File: config.mk
export PLATFORM = sky130hd
export DESIGN_NAME = mem_bank_pwr_ctrl
export DESIGN_NICKNAME = d
export VERILOG_FILES = /design/src/rtl/mem_bank_pwr_pkg.sv /design/src/rtl/mem_bank_size_fifo.sv /design/src/rtl/mem_bank_pwr_switch.sv /design/src/rtl/mem_bank_energy_acc.sv /design/src/rtl/mem_bank_pwr_ctrl.sv
export SDC_FILE = /design/constraint.sdc
export NUM_CORES = 2
export LEC_CHECK = 0
export CORE_UTILIZATION = 50
export CTS_CLUSTER_DIAMETER = 120
export DETAILED_ROUTE_END_ITERATION = 10
export PLACE_DENSITY = 0.73
export SYNTH_ARGS = -nofsm -noshare
export SYNTH_HDL_FRONTEND = slang
export SYNTH_SLANG_ARGS = --single-unit
File: constraint.sdc
create_clock -name clk_i -period 43.1 [get_ports clk_i]
set_input_delay 4.31 -clock clk_i [delete_from_list [all_inputs] [get_ports clk_i]]
set_output_delay 4.31 -clock clk_i [all_outputs]
set_load 0.05 [all_outputs]
File: src/rtl/mem_bank_pwr_pkg.sv
package mem_bank_pwr_pkg;

  // ceil(bytes / 2**shift), forced to at least 1 while data is queued
  function automatic logic [31:0] banks_of(input logic [31:0] bytes,
                                           input logic        nonempty,
                                           input int unsigned shift);
    logic [31:0] b;
    b = (bytes + ((32'd1 << shift) - 32'd1)) >> shift;
    if (!nonempty)      b = '0;
    else if (b == '0)   b = 32'd1;
    return b;
  endfunction

endpackage

File: src/rtl/mem_bank_size_fifo.sv
module mem_bank_size_fifo #(
  parameter int unsigned DEPTH = 100,
  parameter int unsigned W     = 16,
  localparam int unsigned PW   = (DEPTH > 1) ? $clog2(DEPTH) : 1,
  localparam int unsigned CW   = $clog2(DEPTH + 1)
) (
  input  logic          clk_i,
  input  logic          rst_ni,
  input  logic          push_i,
  input  logic          pop_i,
  input  logic [W-1:0]  din_i,
  output logic [W-1:0]  dout_o,
  output logic [CW-1:0] cnt_o
);

  logic [W-1:0]  mem_q [DEPTH];
  logic [PW-1:0] wr_q, rd_q;
  logic [CW-1:0] cnt_q;
  logic          do_push, do_pop;

  assign do_push = push_i && (cnt_q != CW'(DEPTH));
  assign do_pop  = pop_i && (cnt_q != '0);

  function automatic logic [PW-1:0] inc(input logic [PW-1:0] p);
    return (p == PW'(DEPTH - 1)) ? '0 : p + PW'(1);
  endfunction

  always_ff @(posedge clk_i) begin
    if (do_push) mem_q[wr_q] <= din_i;
  end

  always_ff @(posedge clk_i or negedge rst_ni) begin
    if (!rst_ni) begin
      wr_q  <= '0;
      rd_q  <= '0;
      cnt_q <= '0;
    end else begin
      if (do_push) wr_q <= inc(wr_q);
      if (do_pop)  rd_q <= inc(rd_q);
      case ({do_push, do_pop})
        2'b10:   cnt_q <= cnt_q + CW'(1);
        2'b01:   cnt_q <= cnt_q - CW'(1);
        default: cnt_q <= cnt_q;
      endcase
    end
  end

  assign dout_o = mem_q[rd_q];
  assign cnt_o  = cnt_q;

endmodule

File: src/rtl/mem_bank_pwr_switch.sv
module mem_bank_pwr_switch #(
  parameter int unsigned NUM_BANKS = 4,
  localparam int unsigned BW       = $clog2(NUM_BANKS + 1)
) (
  input  logic                 clk_i,
  input  logic                 rst_ni,
  input  logic [BW-1:0]        live_cur_i,  // banks needed by registered occupancy
  input  logic [BW-1:0]        live_nxt_i,  // banks needed after this cycle's updates
  input  logic [BW-1:0]        pend_i,      // banks a stalled arrival waits for
  output logic [BW-1:0]        on_cnt_o,
  output logic [NUM_BANKS-1:0] en_o
);

  logic [BW-1:0] on_q, tgt;

  // holding live_cur keeps drained banks on for one extra cycle
  always_comb begin
    tgt = live_cur_i;
    if (live_nxt_i > tgt) tgt = live_nxt_i;
    if (pend_i > tgt)     tgt = pend_i;
  end

  always_ff @(posedge clk_i or negedge rst_ni) begin
    if (!rst_ni) on_q <= '0;
    else         on_q <= tgt;
  end

  for (genvar b = 0; b < NUM_BANKS; b++) begin : g_en
    assign en_o[b] = (on_q > BW'(b));
  end

  assign on_cnt_o = on_q;

endmodule

File: src/rtl/mem_bank_energy_acc.sv
module mem_bank_energy_acc #(
  parameter int unsigned COST_W   = 16,
  parameter int unsigned ENERGY_W = 32,
  parameter int unsigned BW       = 3,
  localparam int unsigned SUM_W   = ENERGY_W + 2
) (
  input  logic                clk_i,
  input  logic                rst_ni,
  input  logic                arr_i,
  input  logic                enq_i,
  input  logic [BW-1:0]       enq_banks_i,
  input  logic                srv_i,
  input  logic [COST_W-1:0]   cost_arr_i,
  input  logic [COST_W-1:0]   cost_queue_i,
  input  logic [COST_W-1:0]   cost_srv_i,
  output logic [ENERGY_W-1:0] energy_o
);

  localparam logic [ENERGY_W-1:0] EMAX = {ENERGY_W{1'b1}};

  logic [ENERGY_W-1:0] acc_q, acc_d;
  logic [SUM_W-1:0]    sum;

  always_comb begin
    sum = SUM_W'(acc_q);
    if (arr_i) sum = sum + SUM_W'(cost_arr_i);
    if (enq_i) sum = sum + SUM_W'(cost_queue_i) * SUM_W'(enq_banks_i);
    if (srv_i) sum = sum + SUM_W'(cost_srv_i);
    acc_d = (sum > SUM_W'(EMAX)) ? EMAX : ENERGY_W'(sum);
  end

  always_ff @(posedge clk_i or negedge rst_ni) begin
    if (!rst_ni) acc_q <= '0;
    else         acc_q <= acc_d;
  end

  assign energy_o = acc_q;

endmodule

File: src/rtl/mem_bank_pwr_ctrl.sv
module mem_bank_pwr_ctrl
  import mem_bank_pwr_pkg::*;
#(
  parameter int unsigned NUM_BANKS   = 4,
  parameter int unsigned BANK_BYTES  = 32768,  // power of two
  parameter int unsigned QUEUE_DEPTH = 100,
  parameter int unsigned SIZE_W      = 16,
  parameter int unsigned COST_W      = 16,
  parameter int unsigned ENERGY_W    = 32,
  parameter int unsigned DROP_W      = 16,
  localparam int unsigned BW         = $clog2(NUM_BANKS + 1),
  localparam int unsigned CW         = $clog2(QUEUE_DEPTH + 1)
) (
  input  logic                 clk_i,
  input  logic                 rst_ni,
  input  logic                 in_valid_i,
  output logic                 in_ready_o,
  input  logic [SIZE_W-1:0]    in_size_i,
  output logic                 srv_valid_o,
  input  logic                 srv_ready_i,
  output logic [SIZE_W-1:0]    srv_size_o,
  input  logic [COST_W-1:0]    cost_arr_i,
  input  logic [COST_W-1:0]    cost_queue_i,
  input  logic [COST_W-1:0]    cost_srv_i,
  output logic [NUM_BANKS-1:0] bank_en_o,
  output logic [BW-1:0]        bank_on_cnt_o,
  output logic [CW-1:0]        queue_cnt_o,
  output logic [DROP_W-1:0]    drop_cnt_o,
  output logic [ENERGY_W-1:0]  energy_o
);

  localparam int unsigned CAP     = NUM_BANKS * BANK_BYTES;
  localparam int unsigned TOT_W   = $clog2(CAP + 1);
  localparam int unsigned BANK_SH = $clog2(BANK_BYTES);

  logic [TOT_W-1:0]  tot_q, tot_d;
  logic [CW-1:0]     q_cnt, cnt_d;
  logic [SIZE_W-1:0] head_size;
  logic [BW-1:0]     on_cnt, live_cur, live_nxt, pend;
  logic [DROP_W-1:0] drop_q;
  logic [31:0]       need_bytes, need_bk;
  logic q_empty, bypass_ok, bypass, over, drop, pwr_ok, enq, deq, arr;

  assign q_empty   = (q_cnt == '0);
  assign bypass_ok = srv_ready_i && q_empty;
  assign bypass    = in_valid_i && bypass_ok;

  assign need_bytes = 32'(tot_q) + 32'(in_size_i);
  assign need_bk    = banks_of(need_bytes, 1'b1, BANK_SH);
  assign over       = (q_cnt == CW'(QUEUE_DEPTH)) || (need_bytes > 32'(CAP));
  assign pwr_ok     = (32'(on_cnt) >= need_bk);

  assign drop = in_valid_i && !bypass_ok && over;
  assign enq  = in_valid_i && !bypass_ok && !over && pwr_ok;
  assign deq  = !q_empty && srv_ready_i;
  assign arr  = in_valid_i && in_ready_o;

  assign in_ready_o  = bypass_ok || over || pwr_ok;
  assign srv_valid_o = !q_empty || in_valid_i;
  assign srv_size_o  = q_empty ? in_size_i : head_size;

  // occupancy bookkeeping after this cycle's store and dequeue
  always_comb begin
    logic [31:0] t;
    t = 32'(tot_q);
    if (enq) t = t + 32'(in_size_i);
    if (deq) t = t - 32'(head_size);
    tot_d = TOT_W'(t);
    cnt_d = q_cnt + CW'(enq) - CW'(deq);
  end

  assign live_cur = BW'(banks_of(32'(tot_q), !q_empty, BANK_SH));
  assign live_nxt = BW'(banks_of(32'(tot_d), cnt_d != '0, BANK_SH));
  assign pend     = (in_valid_i && !bypass_ok && !over && !pwr_ok) ? BW'(need_bk) : '0;

  always_ff @(posedge clk_i or negedge rst_ni) begin
    if (!rst_ni) begin
      tot_q  <= '0;
      drop_q <= '0;
    end else begin
      tot_q <= tot_d;
      if (drop && (drop_q != {DROP_W{1'b1}})) drop_q <= drop_q + DROP_W'(1);
    end
  end

  mem_bank_size_fifo #(
    .DEPTH (QUEUE_DEPTH),
    .W     (SIZE_W)
  ) i_fifo (
    .clk_i  (clk_i),
    .rst_ni (rst_ni),
    .push_i (enq),
    .pop_i  (deq),
    .din_i  (in_size_i),
    .dout_o (head_size),
    .cnt_o  (q_cnt)
  );

  mem_bank_pwr_switch #(
    .NUM_BANKS (NUM_BANKS)
  ) i_switch (
    .clk_i      (clk_i),
    .rst_ni     (rst_ni),
    .live_cur_i (live_cur),
    .live_nxt_i (live_nxt),
    .pend_i     (pend),
    .on_cnt_o   (on_cnt),
    .en_o       (bank_en_o)
  );

  mem_bank_energy_acc #(
    .COST_W   (COST_W),
    .ENERGY_W (ENERGY_W),
    .BW       (BW)
  ) i_energy (
    .clk_i        (clk_i),
    .rst_ni       (rst_ni),
    .arr_i        (arr),
    .enq_i        (enq),
    .enq_banks_i  (live_nxt),
    .srv_i        (bypass || deq),
    .cost_arr_i   (cost_arr_i),
    .cost_queue_i (cost_queue_i),
    .cost_srv_i   (cost_srv_i),
    .energy_o     (energy_o)
  );

  assign bank_on_cnt_o = on_cnt;
  assign queue_cnt_o   = q_cnt;
  assign drop_cnt_o    = drop_q;

endmodule

==> flow_metrics.env <==
export IMPL_worst_ep_required_time_ns=43.78
export IMPL_drt_iter0_drc=4901
export IMPL_worst_path_buf_inv=9
export IMPL_hold_depth=1
export IMPL_fin_skew_ns=0.05721
export IMPL_post_route_period_util_pct=46.24
export IMPL_cts_resized=0
export IMPL_cts_sinks=1690
export IMPL_dr_pass1_iters=6
export IMPL_hold_viol_final=0
export IMPL_slew_viol_final=0
export IMPL_critPathMaxStageDelay_ns=0.87
export IMPL_area_delta_synth_final_pct=12.92
export IMPL_ys_ff_latch=1690
export IMPL_clock_latency_ns=0.82
export IMPL_slowest_stage="a211oi_2"
export IMPL_synth_warnings=0
export IMPL_dp_slack_ns=22.57
export IMPL_start_util_pct=50.39
export IMPL_rsz0062_at_grt="false"
export IMPL_syn_area_um2=73440
export IMPL_tritoncts="yes"
export IMPL_cp_depth=60
export IMPL_synthDominantCellAreaShare_pct=65.42
export IMPL_status="completed"
export IMPL_cpLargestDelayFamily="compound AO/OA/AOI/OAI gates"
export IMPL_slew_headroom_pct=20.45
export IMPL_hold_path_class="flop to flop"
export IMPL_min_to="drop_cnt_o[6]"
export IMPL_nNetsFinal=4669
export IMPL_final_antenna_net_count=0
export IMPL_grt_pass1_wl_um=271700
export IMPL_clk_pin_slew_ns=0.07
export IMPL_ys_flop_type="edfxtp_1"
export IMPL_rr_endpoint="i_energy.energy_o[0]"
export IMPL_synth_nets=4382
export IMPL_cts_setup_buffers=0
export IMPL_place_detailed_hpwl_um=114300
export IMPL_tns_ns=0
export IMPL_place_congestion=0.9089
export IMPL_worstSetupPathType="input port to flop"
export IMPL_r2r_slack_ns=27.01
export IMPL_synthCells=4166
export IMPL_first_global_vias=40580
export IMPL_grt_overflow=0
export IMPL_worstPathMaxFanout=66
export IMPL_ys_seq_area_share_pct=68.49
export IMPL_synth_area_per_cell_um2=17.63
export IMPL_die_w_um=385.3
export IMPL_synth_distinct_cells=101
export IMPL_grt_max_degree=103
export IMPL_wl_per_cell_um=28.70
export IMPL_cpMostUsedCell="o21ai_0"
export IMPL_vias=40880
export IMPL_critPathArrivalTime_ns=20.61
export IMPL_ff2ff_path_depth=59
export IMPL_drc=0
export IMPL_min_delay_start="drop_cnt_o[6]"
export IMPL_die_y_um=385.3
export IMPL_htree_levels=4
export IMPL_maxCapViolCount=0
export IMPL_die_area_um2=148400
export IMPL_tightest_slew_ns=1.189
export IMPL_fin_crit_ns=19.93
export IMPL_hold_buffers=0
export IMPL_cts_buffers=164
export IMPL_worst_slack_ns=23.17
export IMPL_rows=140
export IMPL_startpoint_type="input port"
export IMPL_crit_reg2reg_launch="tot_q[0]"
export IMPL_drive_gt1_share_pct=19.95
export IMPL_nFillCells=10800
export IMPL_async_reset_ff_share_pct=5.325
export IMPL_seq_area_um2=50310
export IMPL_clock_fmax_ghz=0.05018
export IMPL_fp_coreArea_um2=145700
export IMPL_track_usage_pct=25.36
export IMPL_port_buffer_count=147
export IMPL_synth_area_leaders="edfxtp_1, mux4_2, dfrtp_1"
export IMPL_ctsLongestPathBuffers=3
export IMPL_multi_input_area_um2=21920
export IMPL_yosys_area_top_type="edfxtp_1"
export IMPL_drt_total_wl_um=186500
export IMPL_whs_ns=0.4910
export IMPL_setup_viol=0
export IMPL_avgViaCountPerCell=6.289
export IMPL_worst_setup_path_end_kind="flop"
export IMPL_synth_edf_count=1600
export IMPL_yosysMostFrequentCell="edfxtp_1"
export IMPL_netlist_top_cells_count="edfxtp_1, mux4_2, nor2_1"
export IMPL_antenna_found_initial=9
export IMPL_root_buffer="clkbuf_16"
export IMPL_io_pins=148
-- final cells by class --
class | instances | share of cell area, %
Sequential cell | 1690 | 60.67
Multi-Input combinational cell | 2166 | 26.43
Clock buffer | 207 | 5.205
Timing Repair Buffer | 318 | 3.316
Tap cell | 1917 | 2.892
Clock inverter | 87 | 0.9731
Inverter | 113 | 0.5175
Antenna cell | 1 | 0.003017
-- how the worst max path moves through the flow --
| stage | from | to | slack [ns] |
|---|---|---|---|
| floorplan | in_size_i[0] | i_energy.energy_o[28] | 25.57 |
| global placement | in_size_i[1] | i_energy.energy_o[0] | 22.88 |
| detailed placement | in_size_i[1] | i_energy.energy_o[0] | 22.57 |
| CTS | in_size_i[1] | i_energy.energy_o[0] | 23.32 |
| global route | in_size_i[1] | i_energy.energy_o[0] | 21.66 |
| finish | in_size_i[1] | i_energy.energy_o[0] | 23.17 |
-- metal layers --
layer | up-vias | GRT usage (%) | routed length, um
li1 | 17320 | - | -
met1 | 21010 | 34.48 | 71570
met2 | 2172 | 40.38 | 88590
met3 | 358 | 5.943 | 19870
met4 | 12 | 8.710 | 6441
met5 | - | 0 | 71
-- cell usage in the layout, fill, tap and decap left out, types with 26 or more instances in the layout --
| cell | n |
|---|---|
| nor2b_1 | 31 |
| clkbuf_1 | 39 |
| edfxtp_1 | 1600 |
| a22oi_1 | 50 |
| a21o_1 | 39 |
| mux2i_1 | 115 |
| fa_1 | 37 |
| nor3_1 | 42 |
| nand2_1 | 192 |
| xor2_1 | 41 |
| o21ai_0 | 101 |
| dfrtp_1 | 86 |
| nand3_1 | 77 |
| ha_1 | 111 |
| nor2_1 | 251 |
| and3_1 | 39 |
| mux4_2 | 440 |
| xnor2_1 | 88 |
| clkinv_1 | 38 |
| clkbuf_16 | 165 |
| buf_4 | 185 |
| and2_1 | 41 |
| a21oi_1 | 124 |
| o211ai_1 | 26 |
| clkdlybuf4s50_1 | 130 |
| inv_1 | 108 |
-- logic make-up after synthesis --
group                      synth area share, %
DFF                                      68.49
adders and majority gates                2.940
buffers and inverters                    1.692
AOI/OAI and AO/OA                        4.803
xor gates and xnor gates                 1.561
and+or+nand+nor                          5.280
muxes                                    15.24
-- sequential cells by signal (all words and copies together) (netlist names) --
register,count
i_fifo.mem_q,1600
tot_q,18
drop_cnt_o,16
i_fifo.wr_q,7
i_energy.energy_o,32
i_fifo.rd_q,7
i_switch.on_cnt_o,3
i_fifo.cnt_o,7
-- through the flow --
stage / util, % / cells / cell area [um^2]
after floorplan: - / 4166 / 73440
after global placement: 53.39 / 6204 / 77800
after detailed placement: 53.39 / 6204 / 77800
after CTS: 56.90 / 6498 / 82930
after global routing: 56.90 / 6498 / 82930
final: 56.90 / 6499 / 82930
Power is left out: the tool's default activity adds up to more than one toggle a clock period on the data nets, which glitch-free logic cannot reach.
